[src/rtl/npc_pkg.sv]
package npc_pkg;
  typedef enum logic [2:0] {
    CF_NONE = 3'd0,
    CF_JMP  = 3'd1,
    CF_JT   = 3'd2,
    CF_JF   = 3'd3,
    CF_JAL  = 3'd4,
    CF_RET  = 3'd5,
    CF_TRAP = 3'd6,
    CF_RSVD = 3'd7
  } cf_op_e;
endpackage

[src/rtl/npc_target.sv]
module npc_target
  import npc_pkg::*;
#(
  parameter int ADDR_W  = 32,
  parameter int FIELD_W = 22,
  parameter int IDX_W   = 5
) (
  input  cf_op_e            op,
  input  logic [IDX_W-1:0]  r1_idx,
  input  logic [ADDR_W-1:0] r1_val,
  input  logic [ADDR_W-1:0] pc,
  input  logic [FIELD_W-1:0] field,
  output logic [ADDR_W-1:0] target,
  output logic              halt_req
);
  logic [ADDR_W-1:0] ext;
  logic [ADDR_W-1:0] seq;
  logic              reg_zero;

  generate
    if (FIELD_W < ADDR_W) begin : g_ext
      assign ext = {{(ADDR_W-FIELD_W){field[FIELD_W-1]}}, field};
    end else begin : g_trunc
      assign ext = field[ADDR_W-1:0];
    end
  endgenerate

  assign seq      = pc + ADDR_W'(1);
  assign reg_zero = (r1_val == '0);

  always_comb begin
    target   = seq;
    halt_req = 1'b0;
    unique case (op)
      CF_JMP:  target = ext;
      CF_JT:   target = reg_zero ? seq : ext;
      CF_JF:   target = reg_zero ? ext : seq;
      CF_JAL:  target = ext;
      CF_RET:  target = r1_val;
      CF_TRAP: begin
        if (r1_idx == '0) begin
          target   = pc;
          halt_req = 1'b1;
        end
      end
      default: target = seq;
    endcase
  end
endmodule

[src/rtl/npc_link.sv]
module npc_link
  import npc_pkg::*;
#(
  parameter int ADDR_W = 32,
  parameter int IDX_W  = 5
) (
  input  logic              fire,
  input  cf_op_e            op,
  input  logic [IDX_W-1:0]  r1_idx,
  input  logic [ADDR_W-1:0] pc,
  output logic              we,
  output logic [IDX_W-1:0]  idx,
  output logic [ADDR_W-1:0] data
);
  assign we   = fire && (op == CF_JAL) && (r1_idx != '0);
  assign idx  = r1_idx;
  assign data = pc + ADDR_W'(1);
endmodule

[src/rtl/npc_pcreg.sv]
module npc_pcreg #(
  parameter int ADDR_W = 32,
  parameter logic [ADDR_W-1:0] RESET_PC = '0
) (
  input  logic              clk,
  input  logic              rst,
  input  logic              fire,
  input  logic              halt_req,
  input  logic [ADDR_W-1:0] target,
  output logic [ADDR_W-1:0] pc,
  output logic              halted
);
  always_ff @(posedge clk) begin
    if (rst) begin
      pc     <= RESET_PC;
      halted <= 1'b0;
    end else if (fire) begin
      pc <= target;
      if (halt_req) halted <= 1'b1;
    end
  end

  p_hold_r2: assert property (@(posedge clk) disable iff (rst)
    !fire |=> $stable(pc));
  p_follow_r9: assert property (@(posedge clk) disable iff (rst)
    fire |=> pc == $past(target));
  p_stop_r8: assert property (@(posedge clk) disable iff (rst)
    (fire && halt_req) |=> halted);
  p_sticky_r8: assert property (@(posedge clk) disable iff (rst)
    halted |=> (halted && $stable(pc)));
endmodule

[src/rtl/npc_unit.sv]
module npc_unit
  import npc_pkg::*;
#(
  parameter int ADDR_W  = 32,
  parameter int FIELD_W = 22,
  parameter int IDX_W   = 5,
  parameter logic [ADDR_W-1:0] RESET_PC = '0
) (
  input  logic              clk,
  input  logic              rst,
  input  logic              op_valid,
  output logic              op_ready,
  input  logic [2:0]        op_kind,
  input  logic [IDX_W-1:0]  r1_idx,
  input  logic [ADDR_W-1:0] r1_val,
  input  logic [FIELD_W-1:0] addr_field,
  output logic [ADDR_W-1:0] pc,
  output logic [ADDR_W-1:0] next_pc,
  output logic              link_we,
  output logic [IDX_W-1:0]  link_idx,
  output logic [ADDR_W-1:0] link_data,
  output logic              halted
);
  cf_op_e            op;
  logic              fire;
  logic              halt_req;
  logic [ADDR_W-1:0] target;

  assign op       = cf_op_e'(op_kind);
  assign op_ready = !halted;
  assign fire     = op_valid && op_ready;
  assign next_pc  = fire ? target : pc;

  npc_target #(.ADDR_W(ADDR_W), .FIELD_W(FIELD_W), .IDX_W(IDX_W)) u_target (
    .op(op), .r1_idx(r1_idx), .r1_val(r1_val), .pc(pc),
    .field(addr_field), .target(target), .halt_req(halt_req)
  );

  npc_link #(.ADDR_W(ADDR_W), .IDX_W(IDX_W)) u_link (
    .fire(fire), .op(op), .r1_idx(r1_idx), .pc(pc),
    .we(link_we), .idx(link_idx), .data(link_data)
  );

  npc_pcreg #(.ADDR_W(ADDR_W), .RESET_PC(RESET_PC)) u_pcreg (
    .clk(clk), .rst(rst), .fire(fire), .halt_req(halt_req),
    .target(target), .pc(pc), .halted(halted)
  );

  p_link_accept_r6: assert property (@(posedge clk) disable iff (rst)
    link_we |-> (op_valid && op_ready));
  p_ret_r7: assert property (@(posedge clk) disable iff (rst)
    (fire && op == CF_RET) |=> pc == $past(r1_val));
endmodule

[config.mk]
export PLATFORM = sky130hd
export DESIGN_NAME = npc_unit
export DESIGN_NICKNAME = d
export VERILOG_FILES = /design/src/rtl/npc_pkg.sv /design/src/rtl/npc_target.sv /design/src/rtl/npc_link.sv /design/src/rtl/npc_pcreg.sv /design/src/rtl/npc_unit.sv
export SDC_FILE = /design/constraint.sdc
export NUM_CORES = 1
export LEC_CHECK = 0
export BUFFER_PORTS_ARGS = -buffer_cell sky130_fd_sc_hd__buf_2
export CAP_MARGIN = 5
export CORE_ASPECT_RATIO = 0.75
export CORE_MARGIN = 2
export CORE_UTILIZATION = 50
export CTS_BUF_LIST = sky130_fd_sc_hd__clkbuf_8
export DETAILED_ROUTE_END_ITERATION = 7
export PLACE_DENSITY = 0.86
export SKIP_CTS_REPAIR_TIMING = 1
export SLEW_MARGIN = 5
export SYNTH_ARGS = -nofsm -noshare
export SYNTH_HDL_FRONTEND = slang
export SYNTH_SLANG_ARGS = --single-unit
[constraint.sdc]
create_clock -name clk -period 4.5 [get_ports clk]
set_input_delay 0.45 -clock clk [delete_from_list [all_inputs] [get_ports clk]]
set_output_delay 0.45 -clock clk [all_outputs]
set_load 0.02 [all_outputs]
== Yosys cells after proc, flatten, opt, wreduce, memory -nomap -nowiden ==
Index checks and enable logic that the tools add are counted.
W data, S select, Z words.
Operators by class
  divide/modulo/power cells: 0
  bitwise operators: 0
  shifts and indexed selects: 0
  multiplexer cells: 7
  multiply operators: 0
  reduce and logical (&&, ||, !) cells: 9
  equality and inequality tests: 6
  $lt $le $gt $ge: 0
  $add $sub $neg: 1
Operators by type and width (number)
  $pmux W32 S5: 1
  $mux W32: 4
  $add A32 B1 Y32 const B: 1
  $logic_not A32 Y1: 1
  $eq A3 B3 Y1 const B: 3
  $eq A3 B2 Y1 const B: 2
  $logic_not A5 Y1: 1
  $reduce_bool A5 Y1: 1
  $eq A3 B1 Y1 const B: 1
  $logic_and A1 B1 Y1: 3
  $mux W1: 2
  $reduce_and A2 Y1: 1
  $reduce_or A2 Y1: 1
  $logic_not A1 Y1: 1
Storage, ports and cells
  word-level logic and storage cells: 25
  bits in registers: 33
  memories: 0
  memory bits (writable): 0
  latch bits: 0
  memory bits (read-only): 0

== Longest topological paths before layout ==
Gate-level depths: netlist of run 1.
  depth after elaboration: 4
  depth in mapped cells: 9

== Cells and area by module ==
Synthesis of run 1 repeated with hierarchy kept, for this count alone.
Unflattened totals
  cells, all modules: 603
  area, all modules: 4704.5 sq um
Modules (own cells, without submodules)
  npc_target: times used 1, area each 2257.2 sq um, cells an instance 355, sequential area each 0.0 sq um
  npc_pcreg: times used 1, area each 1198.6 sq um, cells an instance 107, sequential area each 660.6 sq um
  npc_link: times used 1, area each 713.2 sq um, cells an instance 102, sequential area each 0.0 sq um
  npc_unit: times used 1, area each 535.5 sq um, cells an instance 39, sequential area each 0.0 sq um

== Worst setup path before layout of run 1 ==
No wires, ideal clock.
  path type: register -> output
  start point: reg u_pcreg.pc[3]
  end point: out next_pc[18]
  path buffers: 1
  stages on the path, launching flop included: 8
  path slack: 1587 ps
  arrival time: 2463 ps
  cells stage by stage: dfxtp_1 > buf_2 > nand4_4 > nor3_2 > nand4_1 > xnor2_1 > a221oi_2 > o21ai_0
On the way
  word-level cells in the longest chain between the ends: 4
  elaborated cells on any way between the ends: 6
  those cells by class: 1 x add/sub; 5 x mux
Ends and longest elaborated chain
  start, declared: RTL line npc_pcreg.sv:10  | output logic [ADDR_W-1:0] pc,
  start signal, assigned: RTL line npc_pcreg.sv:18  | pc <= target;
  $add A32 B1 Y32 (*)
  net link_data[18]: RTL line npc_unit.sv:21  | output logic [ADDR_W-1:0] link_data,
  $mux W32, on equally long branches: RTL line npc_target.sv:41, npc_target.sv:36, npc_target.sv:37
  $pmux W32 S5 (*): RTL line npc_target.sv:34  | unique case (op)
  $mux W32 (*)
  end, declared: RTL line npc_unit.sv:18  | output logic [ADDR_W-1:0] next_pc,
The timed path passes the listed nets; every way through them passes the cells marked *.

== Worst setup path after layout of run 1 ==
  start point: in r1_val[17]
  end point: out next_pc[9]
On the way
  word-level cells in the longest chain between the ends: 4
  elaborated cells on any way between the ends: 5
  those cells by class: 4 x mux; 1 x reduce/logical
Ends and longest elaborated chain
  start, declared: RTL line npc_unit.sv:15  | input logic [ADDR_W-1:0] r1_val,
  $logic_not A32 Y1 (*): RTL line npc_target.sv:29  | assign reg_zero = (r1_val == '0);
  $mux W32, on equally long branches: RTL line npc_target.sv:37, npc_target.sv:36
  $pmux W32 S5 (*): RTL line npc_target.sv:34
  $mux W32 (*)
Mark *: on every way between the ends. The rest lies on a longest branch, timed or not.

==> flow_metrics.tcl, run 1 <==
set metrics [dict create \
    clk_latency_ns 0.30 \
    antenna_found_initial 0 \
    grt_pass1_vias 4457 \
    cp.required_ns 4.05 \
    cts-root-buf "clkbuf_8" \
    slew_headroom 0.328 \
    cts_buffers 5 \
    critPathCapture "next_pc[9]" \
    io_buffer_count 168 \
    status "complete, no violations" \
    nFillCells 610 \
    fin_crit_ns 3.76 \
    cap_violations 0 \
    avgSynthCellArea_um2 7.15 \
    drv_slew 0 \
    setup_slack_ns 0.743 \
    drive_gt1_frac 0.330 \
    critPathArrivalTime_ns 3.31 \
    die-area_mm2 0.00772 \
    clk_pin_slew_ns 0.07 \
    initial_core_util 0.517 \
    ys_seq_area_frac 0.188 \
    io_pins 169 \
    wirelength_um 14200 \
    grt_pass1_wl_um 22700 \
    dr.pass1.iters 5 \
    yosys_most_used_dff "dfxtp_1" \
    ys_warn_count 0 \
    grt_max_degree 29 \
    crit_fanout 16 \
    fmax_ghz 0.266 \
    gp_congestion 0.983 \
    row_count 26 \
    tritoncts "built" \
    syn-num-nets 557 \
    hold_viol 0 \
    die_h_um 76.6 \
    cts_buffer_depth 2 \
    dpl_worst_slack_ns 0.982 \
    drc 0 \
    overflow 0 \
    syn_area_mm2 0.00351 \
    tightest_slew_ns 1.01 \
    finalSetupViolCount 0 \
    hp-class "input pin to flop" \
    wl_per_cell_um 20.0 \
    endpoint_kind "primary output" \
    startpoint_type "input pin" \
    p_leak_nw 1.88 \
    grt_usage 0.363 \
    cts.sinks 33 \
    synth-seq-cells 33 \
    rrSetupSlack_ns 1.85 \
    area_delta_synth_final_pct 24.7 \
    min_period_over_period 0.835 \
    die_width_um 101 \
    r2r_start "u_pcreg.pc[11]" \
    antenna_cells 0 \
    utilization 0.644 \
    crit_start "r1_val[17]" \
    antenna_left 0 \
    setup_tns_ns 0 \
    dp_hpwl_um 10700 \
    yosysUniqueCellTypes 66 \
    nNetsFinal 693 \
    worstSetupPathType "input pin to primary output" \
    syn_inst 491 \
    vias 4821 \
    power_density_mw_per_mm2 237 \
    worst_ir_drop_vdd_v 0.000152 \
    rsz0062_at_grt "false" \
    async_reset_ff_frac 0 \
    htreeDepth 2 \
    viasPerCell 6.77 \
    hold_depth 3 \
    reg2reg_to "u_pcreg.pc[23]" \
    reg2reg_depth 6 \
    fp.coreArea_mm2 0.00680 \
    dr.first_iter.drc_count 588 \
    skew_ns 0.00901 \
    synth-edff-count 0 \
]
area by class of cell:
type	count	area, um^2	share of cell area
tap	84	105	0.0240
multi-input combinational	405	2620	0.598
inverter	9	33.8	0.00771
sequential	33	661	0.151
clock buffer	5	68.8	0.0157
clock inverter	3	13.8	0.00314
timing repair buffer	173	878	0.201
cells in the mapped netlist (all sizes together), types with 11 or more instances:
| master | number | area share |
|---|---|---|
| and3 | 11 | 0.020 |
| nand2 | 56 | 0.060 |
| a221oi | 17 | 0.048 |
| xnor2 | 21 | 0.052 |
| nand4 | 14 | 0.029 |
| nand3 | 27 | 0.040 |
| o21ai | 21 | 0.030 |
| buf | 18 | 0.032 |
| a21oi | 13 | 0.019 |
| nor2 | 41 | 0.046 |
| nor3 | 25 | 0.043 |
| a31oi | 16 | 0.029 |
| clkbuf | 26 | 0.029 |
| a311oi | 14 | 0.035 |
| dfxtp | 33 | 0.19 |
| nor4 | 20 | 0.045 |
through the flow:
| stage | total power [mW] | cells | cell area [um^2] | hold slack [ns] |
|---|---|---|---|---|
| after floorplan | 0.646 | 491 | 3510 | 0.591 |
| after CTS | 1.03 | 712 | 4380 | 0.422 |
| after global routing | 1.09 | 712 | 4380 | 0.421 |
| after global placement | 0.795 | 704 | 4300 | 0.523 |
| final | 1.04 | 712 | 4380 | 0.419 |
| after detailed placement | 0.803 | 704 | 4300 | 0.527 |
worst max-delay path, cell delays in order:
cell and delay (ns):
buf_2 0.12, nor4_1 0.59, nand4_1 0.35, o211ai_1 0.45, and2_1 0.72, a221oi_1 0.19, o21ai_0 0.23, buf_2 0.21
layout by cell type, fill, tap and decap left out, types with 5 or more instances in the layout:
cell type    n
o21a_1       5
nand4_1     13
a21oi_1     13
nor3_2       6
nor4_1      16
o22ai_1      7
dfxtp_1     33
a221oi_1    14
a211oi_1     5
and2_1       7
inv_1        9
a311oi_1    14
clkbuf_8     5
xnor2_1     21
buf_4        5
nor2_1      40
nor3_1      19
and4_1       5
and3_1      11
o211ai_1     5
nand3_1     26
nand2_1     56
buf_2      168
a31oi_1     16
o21ai_0     20
xor2_1      10
or2_2        7
worst min path at each step:
stage                         startpoint        endpoint  slack [ns]
final                           op_valid  u_pcreg.halted        0.42
after global routing            op_valid  u_pcreg.halted        0.42
after CTS                       op_valid  u_pcreg.halted        0.42
after detailed placement  u_pcreg.halted  u_pcreg.halted        0.53
after global placement    u_pcreg.halted  u_pcreg.halted        0.52
after floorplan                 op_valid  u_pcreg.halted        0.59
registers in the layout, summed over array words and instances (netlist names):
name,cells
u_pcreg.pc,32
u_pcreg.halted,1
cell families after synthesis:
logic type,share of synthesized area
AOI/OAI and AO/OA,0.294
xor gates and xnor gates,0.0773
adders and majority gates,0.00641
buffers and inverters,0.0698
DFF,0.188
muxes,0.00570
and+or+nand+nor,0.359
power by group:
part | internal, mW | leakage (nW) | switching, mW
sequential | 0.314 | 0.272 | 0.0470
combinational | 0.156 | 1.56 | 0.290
clock | 0.105 | 0.0491 | 0.123
layer usage:
| metal | track usage | up-vias | share of wire |
|---|---|---|---|
| met3 | 0.0743 | 50 | 0.13 |
| met5 | 0 | - | 0 |
| met4 | 0.108 | 0 | 0.026 |
| met1 | 0.517 | 2227 | 0.41 |
| met2 | 0.548 | 385 | 0.43 |
| li1 | - | 2159 | - |
Power figures use the tool's default switching activity.
==> inputs of run 2 (changes only) <==
- ABC_AREA: default -> 1
- CORE_UTILIZATION: 50 -> 45
- PLACE_DENSITY: 0.86 -> 0.8
- clock period: 4.5 -> 3.2 ns (I/O delays scaled with it)
==> flow_metrics.tcl, run 2 <==
set metrics [dict create \
    syn_inst 736 \
    largest_register "u_pcreg.pc" \
    cap_violations 0 \
    cts_buffer_depth 2 \
    grt_pass1_vias 4674 \
    htreeDepth 2 \
    dp_hpwl_um 11000 \
    antenna_found_initial 0 \
    grt_usage 0.308 \
    die_h_um 83.8 \
    grt_pass1_wl_um 22600 \
    synth-edff-count 0 \
    hold_viol 0 \
    p_sw_mw 0.662 \
    dr.pass1.iters 8 \
    avgSynthCellArea_um2 5.19 \
    finalSetupViolCount 0 \
    cts-root-buf "clkbuf_8" \
    utilization 0.570 \
    synthTopCellsByArea "nand2_1, dfxtp_1, nor2_1" \
    grt_max_degree 36 \
    fmax_ghz 0.360 \
    switching_share 0.453 \
    syn_area_mm2 0.00382 \
    antenna_cells 0 \
    comb_power_share 0.443 \
    area_delta_synth_final_pct 24.5 \
    layout_commonest_cell "nand2_1" \
    endpoint_kind "primary output" \
    die-area_mm2 0.00925 \
    viasPerCell 5.15 \
    reg.largest.list "u_pcreg.pc x32, u_pcreg.halted x1" \
    nFillCells 949 \
    synth.top_cell.area_share 0.291 \
    power_density_mw_per_mm2 307 \
    multiInputGateArea_mm2 0.00264 \
    vias 5141 \
    internal_power_mw 0.800 \
    yosysUniqueCellTypes 32 \
    p_seq_frac 0.338 \
    tritoncts "built" \
    finalPower_mw 1.46 \
    initial_core_util 0.458 \
    worstSetupPathType "flop to primary output" \
    hold_start "op_valid" \
    reg2reg_depth 10 \
    io_pins 169 \
    wirelength_um 14000 \
    status "complete, no violations" \
    async_reset_ff_frac 0 \
    ys_warn_count 0 \
    hp-class "input pin to flop" \
    fin_crit_ns 2.78 \
    drive_gt1_frac 0.235 \
    antenna_left 0 \
    startpoint_type "flop" \
    cts.sinks 33 \
    gp_congestion 0.996 \
    largest_reg_flops 32 \
    clk_latency_ns 0.29 \
    skew_ns 0.00838 \
    synth-seq-cells 33 \
    fp.coreArea_mm2 0.00835 \
    synth_common_cells "nand2_1, nor2_1, inv_1" \
    pwr-share-clk 0.219 \
    synth.largest_area_cell "nand2_1" \
    nNetsFinal 958 \
    min_period_over_period 0.868 \
    crit_fanout 5 \
    cts_buffers 5 \
    critPathArrivalTime_ns 2.46 \
    drv_slew 0 \
    yosys_most_used_dff "dfxtp_1" \
    wl_per_cell_um 14.0 \
    r2r_start "u_pcreg.pc[0]" \
    clk_pin_slew_ns 0.08 \
    ys_seq_area_frac 0.173 \
    dr.first_iter.drc_count 485 \
    cp.required_ns 2.88 \
    tightest_slew_ns 0.777 \
    io_buffer_count 168 \
    syn-num-nets 802 \
    hold_depth 3 \
    setup_tns_ns 0 \
    final_cell_mix "nand2_1, buf_2, nor2_1" \
    yosysMostFrequentCell "nand2_1" \
    area.sequential_um2 661 \
    drc 0 \
    crit_start "u_pcreg.pc[0]" \
    die_width_um 110 \
    row_count 29 \
    slew_headroom 0.482 \
    worst_ir_drop_vdd_v 0.000224 \
    overflow 0 \
    p_leak_nw 2.72 \
    rsz0062_at_grt "false" \
]
-- run 2: cell count changes in the layout (fill, tap and decap cells not counted), sizes merged, moves of 20 or more --
| cell | change |
|---|---|
| a21oi | +29 |
| inv | +82 |
| nand2 | +247 |
| nor2 | +68 |
| nor4 | -20 |
| xnor2 | -21 |
-- run 2: cell families after synthesis --
family	synth area share
buffers and inverters	0.138
AND/OR/NAND/NOR	0.528
XOR/XNOR	0.0321
AO/OA/AOI/OAI	0.126
flip-flops	0.173
adder cells (fa/ha/maj)	0.00327
-- run 2: layout make-up --
type                       count  share of cell area
multi-input combinational    583               0.554
timing repair buffer         176               0.189
sequential                    33               0.139
inverter                      93              0.0734
tap                          108              0.0284
clock buffer                   5              0.0145
clock inverter                 1             0.00105
-- run 2: power groups by stage --
| stage | sequential (mW) | clock (mW) | combinational [mW] |
|---|---|---|---|
| floorplan | 0.525 | 0 | 0.391 |
| global placement | 0.502 | 0 | 0.636 |
| detailed placement | 0.502 | 0 | 0.640 |
| CTS | 0.493 | 0.317 | 0.643 |
| global route | 0.499 | 0.336 | 0.717 |
| finish | 0.494 | 0.320 | 0.647 |
-- run 2: metrics by stage --
stage	instance area, um^2	setup WS [ns]	hold WS (ns)	cells
2_1_floorplan	3820	0.806	0.463	736
3_3_place_gp	4680	0.692	0.501	993
3_5_place_dp	4680	0.643	0.507	993
4_1_cts	4760	0.451	0.302	999
5_1_grt	4760	0.193	0.307	999
6_report	4760	0.422	0.299	999
-- run 2: layer usage --
metal | global-route usage | wire length (um)
met1 | 0.458 | 6460
met2 | 0.450 | 5730
met3 | 0.0632 | 1710
met4 | 0.0716 | 132
met5 | 0 | 0
-- run 2: worst paths after layout --
check              endpoint  slack [ns]
max reg2reg  u_pcreg.pc[24]        1.04
min          u_pcreg.halted        0.30
min reg2reg  u_pcreg.halted        0.52
max             next_pc[24]        0.42
-- run 2: worst max-delay path, cell delays in order (launching register included) --
cell and delay, ns:
dfxtp_1 0.41, ha_1 0.21, nand3_1 0.20, nor3_1 0.48
nand3_1 0.18, nand2_1 0.15, inv_1 0.07, o21ai_0 0.13
inv_1 0.05, nand2_1 0.08, nand2_1 0.05, buf_2 0.15
